## src/rtl/pll_search_pkg.sv

```systemverilog
package pll_search_pkg;
  localparam int PKG_M_W    = 8;
  localparam int PKG_NP_W   = 6;
  localparam int PKG_RATE_W = 32;
  localparam int NUM_PRESETS = 1;

  typedef enum logic [2:0] {
    ST_IDLE, ST_KIN, ST_KREQ, ST_ISSUE, ST_NUM, ST_RAT, ST_OUT, ST_FIN
  } search_state_t;

  typedef struct packed {
    logic [PKG_RATE_W-1:0] in_hz;
    logic [PKG_RATE_W-1:0] req_hz;
    logic [PKG_M_W-1:0]    m;
    logic [PKG_NP_W-1:0]   n;
    logic [PKG_NP_W-1:0]   p;
  } preset_t;

  function automatic preset_t preset_at(int idx);
    preset_t e;
    e = '0;
    if (idx == 0) begin
      e.in_hz  = 32'd24000000;
      e.req_hz = 32'd250000000;
      e.m      = 8'd124;
      e.n      = 6'd1;
      e.p      = 6'd5;
    end
    return e;
  endfunction
endpackage

```

## src/rtl/pll_iter_div.sv

```systemverilog
module pll_iter_div #(
  parameter int W = 32
) (
  input  logic         clk,
  input  logic         rst,
  input  logic         go,
  input  logic [W-1:0] dividend,
  input  logic [W-1:0] divisor,
  output logic         fin,
  output logic [W-1:0] quot
);
  localparam int CW = $clog2(W + 1);

  logic [W-1:0]  rem_q, dv_q;
  logic [CW-1:0] cnt_q;
  logic          run_q;
  logic [W:0]    shifted, diff;

  assign shifted = {rem_q, quot[W-1]};
  assign diff    = shifted - {1'b0, dv_q};

  always_ff @(posedge clk) begin
    if (rst) begin
      rem_q <= '0;
      dv_q  <= '0;
      quot  <= '0;
      cnt_q <= '0;
      run_q <= 1'b0;
      fin   <= 1'b0;
    end else begin
      fin <= 1'b0;
      if (go) begin
        rem_q <= '0;
        quot  <= dividend;
        dv_q  <= divisor;
        cnt_q <= CW'(W);
        run_q <= 1'b1;
      end else if (run_q) begin
        if (!diff[W]) begin
          rem_q <= diff[W-1:0];
          quot  <= {quot[W-2:0], 1'b1};
        end else begin
          rem_q <= shifted[W-1:0];
          quot  <= {quot[W-2:0], 1'b0};
        end
        cnt_q <= cnt_q - CW'(1);
        if (cnt_q == CW'(1)) begin
          run_q <= 1'b0;
          fin   <= 1'b1;
        end
      end
    end
  end
endmodule

```

## src/rtl/pll_preset_match.sv

```systemverilog
module pll_preset_match
  import pll_search_pkg::*;
#(
  parameter int MW  = PKG_M_W,
  parameter int NPW = PKG_NP_W,
  parameter int RW  = PKG_RATE_W
) (
  input  logic [RW-1:0]  in_hz,
  input  logic [RW-1:0]  req_hz,
  output logic           hit,
  output logic [MW-1:0]  m,
  output logic [NPW-1:0] n,
  output logic [NPW-1:0] p
);
  logic [NUM_PRESETS-1:0] hitv;

  for (genvar i = 0; i < NUM_PRESETS; i++) begin : g_entry
    localparam preset_t E = preset_at(i);
    assign hitv[i] = (in_hz == RW'(E.in_hz)) && (req_hz == RW'(E.req_hz));
  end

  always_comb begin
    hit = 1'b0;
    m   = '0;
    n   = '0;
    p   = '0;
    for (int i = NUM_PRESETS - 1; i >= 0; i--) begin
      if (hitv[i]) begin
        hit = 1'b1;
        m   = MW'(preset_at(i).m);
        n   = NPW'(preset_at(i).n);
        p   = NPW'(preset_at(i).p);
      end
    end
  end
endmodule

```

## src/rtl/pll_param_search.sv

```systemverilog
module pll_param_search
  import pll_search_pkg::*;
#(
  parameter int MW      = PKG_M_W,
  parameter int NPW     = PKG_NP_W,
  parameter int RW      = PKG_RATE_W,
  parameter int KHZ_DIV = 1000
) (
  input  logic           clk,
  input  logic           rst,
  input  logic           start,
  input  logic [RW-1:0]  in_rate_hz,
  input  logic [RW-1:0]  req_rate_hz,
  input  logic [MW-1:0]  m_max,
  input  logic [NPW-1:0] n_max,
  input  logic [NPW-1:0] p_max,
  output logic           busy,
  output logic           done,
  output logic           no_solution,
  output logic [MW-1:0]  m_out,
  output logic [NPW-1:0] n_out,
  output logic [NPW-1:0] p_out,
  output logic [RW-1:0]  rate_hz
);
  localparam int MPW = RW + NPW + 1;

  search_state_t  state;
  logic [RW-1:0]  req_q, ikhz, rkhz, dvd, dvs, best_hz, best_short;
  logic [MW-1:0]  mmax_q, m_c, best_m;
  logic [NPW-1:0] nmax_q, pmax_q, n_i, p_i, best_n, best_p;
  logic           found, div_go, div_fin;
  logic [RW-1:0]  div_q;

  logic           pre_hit;
  logic [MW-1:0]  pre_m;
  logic [NPW-1:0] pre_n, pre_p;

  logic [RW-1:0]  n_ext, p_ext, shortfall;
  logic [MPW-1:0] mcand;
  logic           m_over, c_over, better, walk_end;

  pll_iter_div #(.W(RW)) div_i (
    .clk(clk), .rst(rst), .go(div_go), .dividend(dvd), .divisor(dvs),
    .fin(div_fin), .quot(div_q)
  );

  pll_preset_match #(.MW(MW), .NPW(NPW), .RW(RW)) preset_i (
    .in_hz(in_rate_hz), .req_hz(req_rate_hz),
    .hit(pre_hit), .m(pre_m), .n(pre_n), .p(pre_p)
  );

  assign n_ext     = RW'(n_i) + RW'(1);
  assign p_ext     = RW'(p_i) + RW'(1);
  assign mcand     = MPW'(div_q) * MPW'(n_ext);
  assign m_over    = mcand > MPW'(mmax_q);
  assign c_over    = div_q > rkhz;
  assign shortfall = rkhz - div_q;
  assign better    = !found || (shortfall < best_short);
  assign walk_end  = (p_i == pmax_q) && (n_i == nmax_q);

  always_ff @(posedge clk) begin
    if (rst) begin
      state <= ST_IDLE;
      {req_q, ikhz, rkhz, dvd, dvs, best_hz, best_short} <= '0;
      {mmax_q, m_c, best_m} <= '0;
      {nmax_q, pmax_q, n_i, p_i, best_n, best_p} <= '0;
      found <= 1'b0;
      div_go <= 1'b0;
      busy <= 1'b0;
      done <= 1'b0;
      no_solution <= 1'b0;
      m_out <= '0;
      n_out <= '0;
      p_out <= '0;
      rate_hz <= '0;
    end else begin
      div_go <= 1'b0;
      done   <= 1'b0;
      case (state)
        ST_IDLE: if (start) begin
          busy   <= 1'b1;
          req_q  <= req_rate_hz;
          mmax_q <= m_max;
          nmax_q <= n_max;
          pmax_q <= p_max;
          found  <= pre_hit;
          best_m <= pre_hit ? pre_m : '0;
          best_n <= pre_hit ? pre_n : '0;
          best_p <= pre_hit ? pre_p : '0;
          best_hz <= pre_hit ? req_rate_hz : '0;
          best_short <= '0;
          if (pre_hit) state <= ST_FIN;
          else begin
            dvd <= in_rate_hz;
            dvs <= RW'(KHZ_DIV);
            div_go <= 1'b1;
            state <= ST_KIN;
          end
        end
        ST_KIN: if (div_fin) begin
          ikhz <= div_q;
          dvd <= req_q;
          dvs <= RW'(KHZ_DIV);
          div_go <= 1'b1;
          state <= ST_KREQ;
        end
        ST_KREQ: if (div_fin) begin
          rkhz <= div_q;
          n_i <= '0;
          p_i <= '0;
          state <= (ikhz == '0) ? ST_FIN : ST_ISSUE;
        end
        ST_ISSUE: begin
          dvd <= rkhz * p_ext;
          dvs <= ikhz;
          div_go <= 1'b1;
          state <= ST_NUM;
        end
        ST_NUM: if (div_fin) begin
          if (m_over) begin
            if (walk_end) state <= ST_FIN;
            else begin
              p_i <= (p_i == pmax_q) ? '0 : p_i + NPW'(1);
              n_i <= (p_i == pmax_q) ? n_i + NPW'(1) : n_i;
              state <= ST_ISSUE;
            end
          end else begin
            m_c <= mcand[MW-1:0];
            dvd <= RW'(mcand[MW-1:0]) + RW'(1);
            dvs <= n_ext;
            div_go <= 1'b1;
            state <= ST_RAT;
          end
        end
        ST_RAT: if (div_fin) begin
          dvd <= ikhz * div_q;
          dvs <= p_ext;
          div_go <= 1'b1;
          state <= ST_OUT;
        end
        ST_OUT: if (div_fin) begin
          if (!c_over && better) begin
            found <= 1'b1;
            best_m <= m_c;
            best_n <= n_i;
            best_p <= p_i;
            best_short <= shortfall;
            best_hz <= div_q * RW'(KHZ_DIV);
          end
          if ((!c_over && shortfall == '0) || walk_end) state <= ST_FIN;
          else begin
            p_i <= (p_i == pmax_q) ? '0 : p_i + NPW'(1);
            n_i <= (p_i == pmax_q) ? n_i + NPW'(1) : n_i;
            state <= ST_ISSUE;
          end
        end
        default: begin
          busy <= 1'b0;
          done <= 1'b1;
          no_solution <= !found;
          m_out <= best_m;
          n_out <= best_n;
          p_out <= best_p;
          rate_hz <= best_hz;
          state <= ST_IDLE;
        end
      endcase
    end
  end
endmodule

```

## config.mk

```make
export PLATFORM = sky130hd
export DESIGN_NAME = pll_param_search
export DESIGN_NICKNAME = d
export VERILOG_FILES = /design/src/rtl/pll_search_pkg.sv /design/src/rtl/pll_iter_div.sv /design/src/rtl/pll_preset_match.sv /design/src/rtl/pll_param_search.sv
export SDC_FILE = /design/constraint.sdc
export NUM_CORES = 2
export LEC_CHECK = 0
export ABC_AREA = 1
export BUFFER_PORTS_ARGS = -buffer_cell sky130_fd_sc_hd__buf_4
export CAP_MARGIN = 30
export CORE_MARGIN = 2
export CORE_UTILIZATION = 25
export DETAILED_ROUTE_END_ITERATION = 16
export SETUP_SLACK_MARGIN = 0.5
export SLEW_MARGIN = 40
export SYNTH_ARGS = -nofsm -noshare
export SYNTH_HDL_FRONTEND = slang
export SYNTH_HIERARCHICAL = 1
export SYNTH_SLANG_ARGS = --single-unit
```

## constraint.sdc

```tcl
create_clock -name clk -period 8.3 [get_ports clk]
set_input_delay 0.415 -clock clk [delete_from_list [all_inputs] [get_ports clk]]
set_output_delay 0.415 -clock clk [all_outputs]
set_load 0.005 [all_outputs]
```

### Word level (Yosys, flattened, before mapping)

Cells that the tools add are included.

* input port bits: 87
* register bits after elaboration: 448

* $add $sub $neg: 8
* reduce and logical (&&, ||, !) cells: 29
* equality and inequality tests: 23
* muxes and demuxes: 92
* multipliers: 4
* order comparisons: 3
* bitwise operators: 3

Operators by type and width (count)
* two-way mux 32 bit: 22
* case mux 32 bit (5 select lines): 2
* two-way mux 6 bit: 23
* case mux 32 bit (2 select lines): 2
* logical NOT 32 bit: 2
* > comparator 39 x 8 -> 1 bit: 1
* multiplier 32 x 7 -> 39 bit: 1
* two-way mux 3 bit: 12
* case mux 6 bit (3 select lines): 2
* subtractor 33 x 32 -> 33 bit: 1
* == test 32 x 25 -> 1 bit (second input constant): 1
* == test 32 x 28 -> 1 bit (second input constant): 1
* > comparator 32 bit: 1
* less-than comparator 32 bit: 1
* multiplier 32 x 32 -> 32 bit: 1
* multiplier 32 x 7 -> 29 bit (second input constant): 1
* multiplier 32 x 7 -> 32 bit: 1
* two-way mux 8 bit: 4
* subtractor 32 bit: 1
* case mux 6 bit (2 select lines): 2
* case mux 3 bit (7 select lines): 1
* two-way mux 1 bit: 17
* case mux 8 bit (2 select lines): 1
* adder 6 x 1 -> 7 bit (second input constant): 2
* other kinds (30): 59

### Depth between registers and ports, before layout

* word-level depth: 7
* gate-level depth with buffers: 40
* mapped depth without buffers: 38

### By module

The synthesis kept the hierarchy.

By module, submodules not included
* pll_param_search: sequential area each 6886.6 um^2, cells an instance 7400, times used 1, area an instance 52117.5 um^2
* pll_iter_div: sequential area each 2082.0 um^2, cells an instance 1189, times used 1, area an instance 7146.9 um^2
* pll_preset_match: sequential area each 0.0 um^2, cells an instance 114, times used 1, area an instance 508.0 um^2

### Least setup slack after synthesis

Ideal clock, no wire load.

* path type: reg-to-reg
* start point: reg div_i.quot[8]
* end point: reg dvd[29]
* path slack: 1315 ps
* period minus slack after synthesis: 6985 ps
* arrival: 6872 ps
* required time: 8187 ps
* stages on the path, launching flop included: 33
* path buffers: 2
* path through: dfxtp_1 > clkbuf_1 > clkbuf_1 > nand2_1 > fa_1 > inv_1 > fa_1 > fa_1 > inv_1 > fa_1 > inv_1 > fa_1 > inv_1 > fa_1 > inv_1 > fa_1 > inv_1 > fa_1 > inv_1 > ha_1 > nand2_1 > nor2_1 > nand2_1 > nor4_1 > nand2_1 > o211ai_1 > a21oi_1 > o21ai_0 > nand3_1 > o21ai_0 > nand2_1 > nand2_1 > nor2_1

* cells in the longest elaborated chain, start to end: 4

RTL lines
* from (decl): line pll_iter_div.sv:10 `output logic [W-1:0] quot`
* from (signal assigned): line pll_iter_div.sv:34 `quot <= dividend;`
* from (signal assigned): line pll_iter_div.sv:41 `quot <= {quot[W-2:0], 1'b1};`
* from (signal assigned): line pll_iter_div.sv:44 `quot <= {quot[W-2:0], 1'b0};`
* multiplier 32 x 7 -> 39 bit: line pll_param_search.sv:54 `assign mcand = MPW'(div_q) * MPW'(n_ext);`
* > comparator 39 x 8 -> 1 bit: line pll_param_search.sv:55 `assign m_over = mcand > MPW'(mmax_q);`
* != test 2 bit (no line)
* AND reduction 7 bit (no line)
* to (signal assigned): line pll_param_search.sv:94 `dvd <= in_rate_hz;`
* to (signal assigned): line pll_param_search.sv:102 `dvd <= req_q;`
* to (signal assigned): line pll_param_search.sv:114 `dvd <= rkhz * p_ext;`
* to (decl): line pll_param_search.sv:28 `logic [RW-1:0] req_q, ikhz, rkhz, dvd, dvs, best_hz, best_short;`

Several ways; a longest one is shown, not always the timed one. The select of a mux whose other input is x is not followed.
A chain may end at the register's enable or synchronous reset.

### Worst setup path in the final report

* start point: reg div_i.quot[4]
* end point: reg dvd[31]

The elaborated chain is that of the path after synthesis.

==> impl_metrics.ini <==
[timing]
report.final.hold_viol_count = 0
slew_limit_fails = 0
worst_slew_pin_slew_ns = 0.8806
final_period_minus_worst_setup_slack_ns = 7.452
final_period_utilization_pct = 89.78
max_freq_mhz = 134.2
relSlewSlack_pct = 41.21
rsz0062_at_grt = no
clock-skew-final_ns = 0.05519
finalSetupViolCount = 0
fin_tns_setup_ns = 0

[grt]
grt_overflow = 0
grt_usage_pct = 18.34
first_global_vias = 54060
antenna_violations_before_repair = 12
grt_first_pass_wirelength_mm = 341.8
largest_net_degree_at_the_start_of_global_routing = 102

[synth]
synth_top_cells_by_area = sky130_fd_sc_hd__fa_1, sky130_fd_sc_hd__dfxtp_1, sky130_fd_sc_hd__nand2_1
post-synth-top-area-cell = sky130_fd_sc_hd__fa_1
netlist_area_mm2 = 0.05977
synthesis.area_per_instance_um2 = 6.868
sequential_element_share_of_the_synthesized_area_pct = 15.00
synth-edff-count = 0
synth.most_common_cell = sky130_fd_sc_hd__nand2_1
syn-instance-count = 8703
synth_cell_type_count = 67
synth_commonest_cells = sky130_fd_sc_hd__nand2_1, sky130_fd_sc_hd__inv_1, sky130_fd_sc_hd__nor2_1, sky130_fd_sc_hd__fa_1, sky130_fd_sc_hd__a21oi_1
dominantRegCellSynth = sky130_fd_sc_hd__dfxtp_1
register_bit_count_reported_by_yosys = 448
synth_largest_type_area_fraction_pct = 26.19
synth_warnings = 6
postSynth.asyncResetShare_pct = 0

[route]
routed_via_count_divided_by_cell_count = 4.654
route.detailed.drc = 8
detail_route.iter0.violations = 5012
final_ant_viol_nets = 0
drt_pre_antenna_iters = 12
detailroute.via_count = 55440
finalWirelength_mm = 225.7
avgRoutedWirePerCell_um = 18.95

[clocking]
cts.htree.levels = 2
clock_sink_count = 448
cts-hold-fix-buffers = 10
total_clock_buffers_created_by_cts = 59
cts.path.max_buffers = 3
clock_latency_ns = 0.71
tritoncts_clock_tree = done
clkSlewWorstSetupHoldPaths_ns = 0.06
post_cts_setup_buffer_count = 0
post_cts_gate_resize_count = 0
clk_tree_root_cell = sky130_fd_sc_hd__clkbuf_16

[placed_design]
dpl.hpwl_mm = 181.0
placement.io_buffers = 141
detailed_place.area_mm2 = 0.06460
routabilityCongestion = 0.9849

[floorplanning]
placementRows = 179
die-area_mm2 = 0.2430
core_box_area_mm2 = 0.2379
die_w_um = 493.0
floorplan.initialDensity_pct = 25.13
die_h_um = 493.0
io-pin-count = 142

[critical_path]
worst_setup_ep_type = flop
r2r-start = div_i/quot[4]
cp_slowest_stage_delay_ns = 0.90
path_class = reg -> reg
crit_path_start = div_i/quot[4]
worst-endpoint-arrival_ns = 8.09
startpoint_type = flop
critical-path-slowest-cell = sky130_fd_sc_hd__dfxtp_2
peak_fanout_along_the_critical_path = 26
required_time_reported_for_the_critical_path_endpoint_ns = 8.94

[status]
violations = DRC
status = finished, violations left

[pwr]
switching_share_pct = 49.61
power.combinational.fraction_pct = 55.3
intPower_mw = 6.555
power.density_mw_per_mm2 = 194.7
switching_power_mw = 6.455
total_leakage_power_nw = 34.48
share_seq_of_total_power_pct = 22.5
share_clk_of_total_power_pct = 22.2
vdd_drop_max_uv = 270.6

[worst_hold_path]
hold_path_class = in -> reg
min-delay-start = req_rate_hz[21]

[layout]
final_layout_size_suffix_gt1_share_pct = 5.938
n_fill_cell = 26390
post_route_cell_area_mm2 = 0.06684
multi_input_comb_area_mm2 = 0.04212
ff_latch_area_mm2 = 0.008992
synthToLayoutAreaGrowth_pct = 11.82
fin_nets = 9946

[job]
cap_viol_max_count = 0
-- state kept, by name (all words and copies together), names as in the netlist, 8 cells and up --
| signal | cells |
|---|---|
| rkhz | 32 |
| ikhz | 32 |
| dvs | 32 |
| best_hz | 32 |
| dvd | 32 |
| req_q | 32 |
| mmax_q | 8 |
| div_i/rem_q | 32 |
| best_short | 32 |
| div_i/quot | 32 |
| rate_hz | 32 |
| m_c | 8 |
| div_i/dv_q | 32 |
| m_out | 8 |
| best_m | 8 |
-- cell usage in the layout (no fill, tap or decap), types with 10 or more instances in the layout --
cell type / Yosys / layout
sky130_fd_sc_hd__a21oi_1: 525 / 523
sky130_fd_sc_hd__a22oi_1: 17 / 17
sky130_fd_sc_hd__a31o_2: 18 / 18
sky130_fd_sc_hd__a31oi_1: 10 / 10
sky130_fd_sc_hd__buf_4: 23 / 293
sky130_fd_sc_hd__bufinv_16: 0 / 11
sky130_fd_sc_hd__clkbuf_1: 305 / 10
sky130_fd_sc_hd__clkbuf_16: 0 / 60
sky130_fd_sc_hd__clkinv_1: 21 / 22
sky130_fd_sc_hd__clkinv_2: 0 / 11
sky130_fd_sc_hd__conb_1: 1 / 12
sky130_fd_sc_hd__dfxtp_1: 448 / 429
sky130_fd_sc_hd__dfxtp_2: 0 / 19
sky130_fd_sc_hd__dlygate4sd3_1: 0 / 10
sky130_fd_sc_hd__fa_1: 782 / 782
sky130_fd_sc_hd__ha_1: 382 / 381
sky130_fd_sc_hd__inv_1: 1871 / 1867
sky130_fd_sc_hd__nand2_1: 2315 / 2312
sky130_fd_sc_hd__nand2_2: 21 / 23
sky130_fd_sc_hd__nand3_1: 234 / 233
sky130_fd_sc_hd__nand3b_1: 68 / 68
sky130_fd_sc_hd__nand4_1: 77 / 77
sky130_fd_sc_hd__nor2_1: 784 / 776
sky130_fd_sc_hd__nor3_1: 40 / 39
sky130_fd_sc_hd__nor4_1: 19 / 19
sky130_fd_sc_hd__o2111ai_1: 12 / 12
sky130_fd_sc_hd__o211ai_1: 14 / 14
sky130_fd_sc_hd__o21a_1: 11 / 11
sky130_fd_sc_hd__o21ai_0: 380 / 377
sky130_fd_sc_hd__o21bai_1: 13 / 13
sky130_fd_sc_hd__o221ai_1: 15 / 15
sky130_fd_sc_hd__or2_2: 13 / 13
sky130_fd_sc_hd__xnor2_1: 58 / 58
sky130_fd_sc_hd__xor2_1: 69 / 69
-- metal layers --
| metal | vias up | GRT usage [%] | wire length [µm] |
|---|---|---|---|
| met4 | 14 | 9.470 | 14350 |
| met3 | 496 | 3.292 | 18470 |
| met1 | 26520 | 24.18 | 94970 |
| met2 | 2245 | 28.58 | 97850 |
| met5 | - | 0 | 83 |
| li1 | 26160 | - | - |
-- worst max-delay path, delay by kind of cell (launching register included) --
family / cells / cell delay (ns)
buf+inv: 8 / 0.47
flops: 1 / 0.90
simple gates: 9 / 0.89
fa+ha+maj: 9 / 4.39
compound gates: 4 / 0.74
-- metrics by stage --
step	hold WS (ns)	power, mW	utilization (%)	instances	worst slack (ns)
floorplan	0.4295	7.947	-	8714	1.315
detailed placement	0.4389	10.04	27.16	11790	0.9152
global placement	0.4354	10.00	27.14	11790	0.8362
global route	0.01225	14.11	28.10	11910	0.5190
finish	0.01641	13.01	28.10	11910	0.8484
CTS	0.0003180	12.96	28.09	11910	0.9042
-- cells by family after synthesis --
kind of cell / after synthesis / share of synthesized area, %
AND/OR/NAND/NOR: 3606 / 24.43
buffers and inverters: 2292 / 14.75
other: 1 / 0.006274
flip-flops: 448 / 15.00
AO/OA/AOI/OAI: 1065 / 9.761
XOR/XNOR: 127 / 1.861
adder cells (fa/ha/maj): 1164 / 34.19
-- area by class of cell --
cell class / count / area share (%)
Sequential cell: 448 / 13.45
Timing Repair Buffer: 313 / 3.731
Antenna cell: 5 / 0.01872
Clock buffer: 77 / 2.447
Multi-Input combinational cell: 5974 / 63.02
Tap cell: 3167 / 5.928
Clock inverter: 30 / 0.7170
Inverter: 1899 / 10.68
-- worst paths after layout --
| path | to | depth (start not counted) | slack (ns) |
|---|---|---|---|
| setup reg to reg | dvd[31] | 30 | 0.85 |
| hold reg to reg | rate_hz[8] | 2 | 0.45 |
| hold / removal | req_q[21] | 3 | 0.02 |
| setup / recovery | dvd[31] | 30 | 0.85 |
-- power by group through the flow --
stage                     sequential, mW  combinational (mW)  clock, mW
final                               2.92                7.20       2.89
after global routing                2.96                8.15       3.01
after CTS                           2.91                7.13       2.92
after detailed placement            2.95                7.08          0
after global placement              2.95                7.06          0
after floorplan                     2.77                5.17          0
Note: power is estimated with default switching activity, not from simulation.
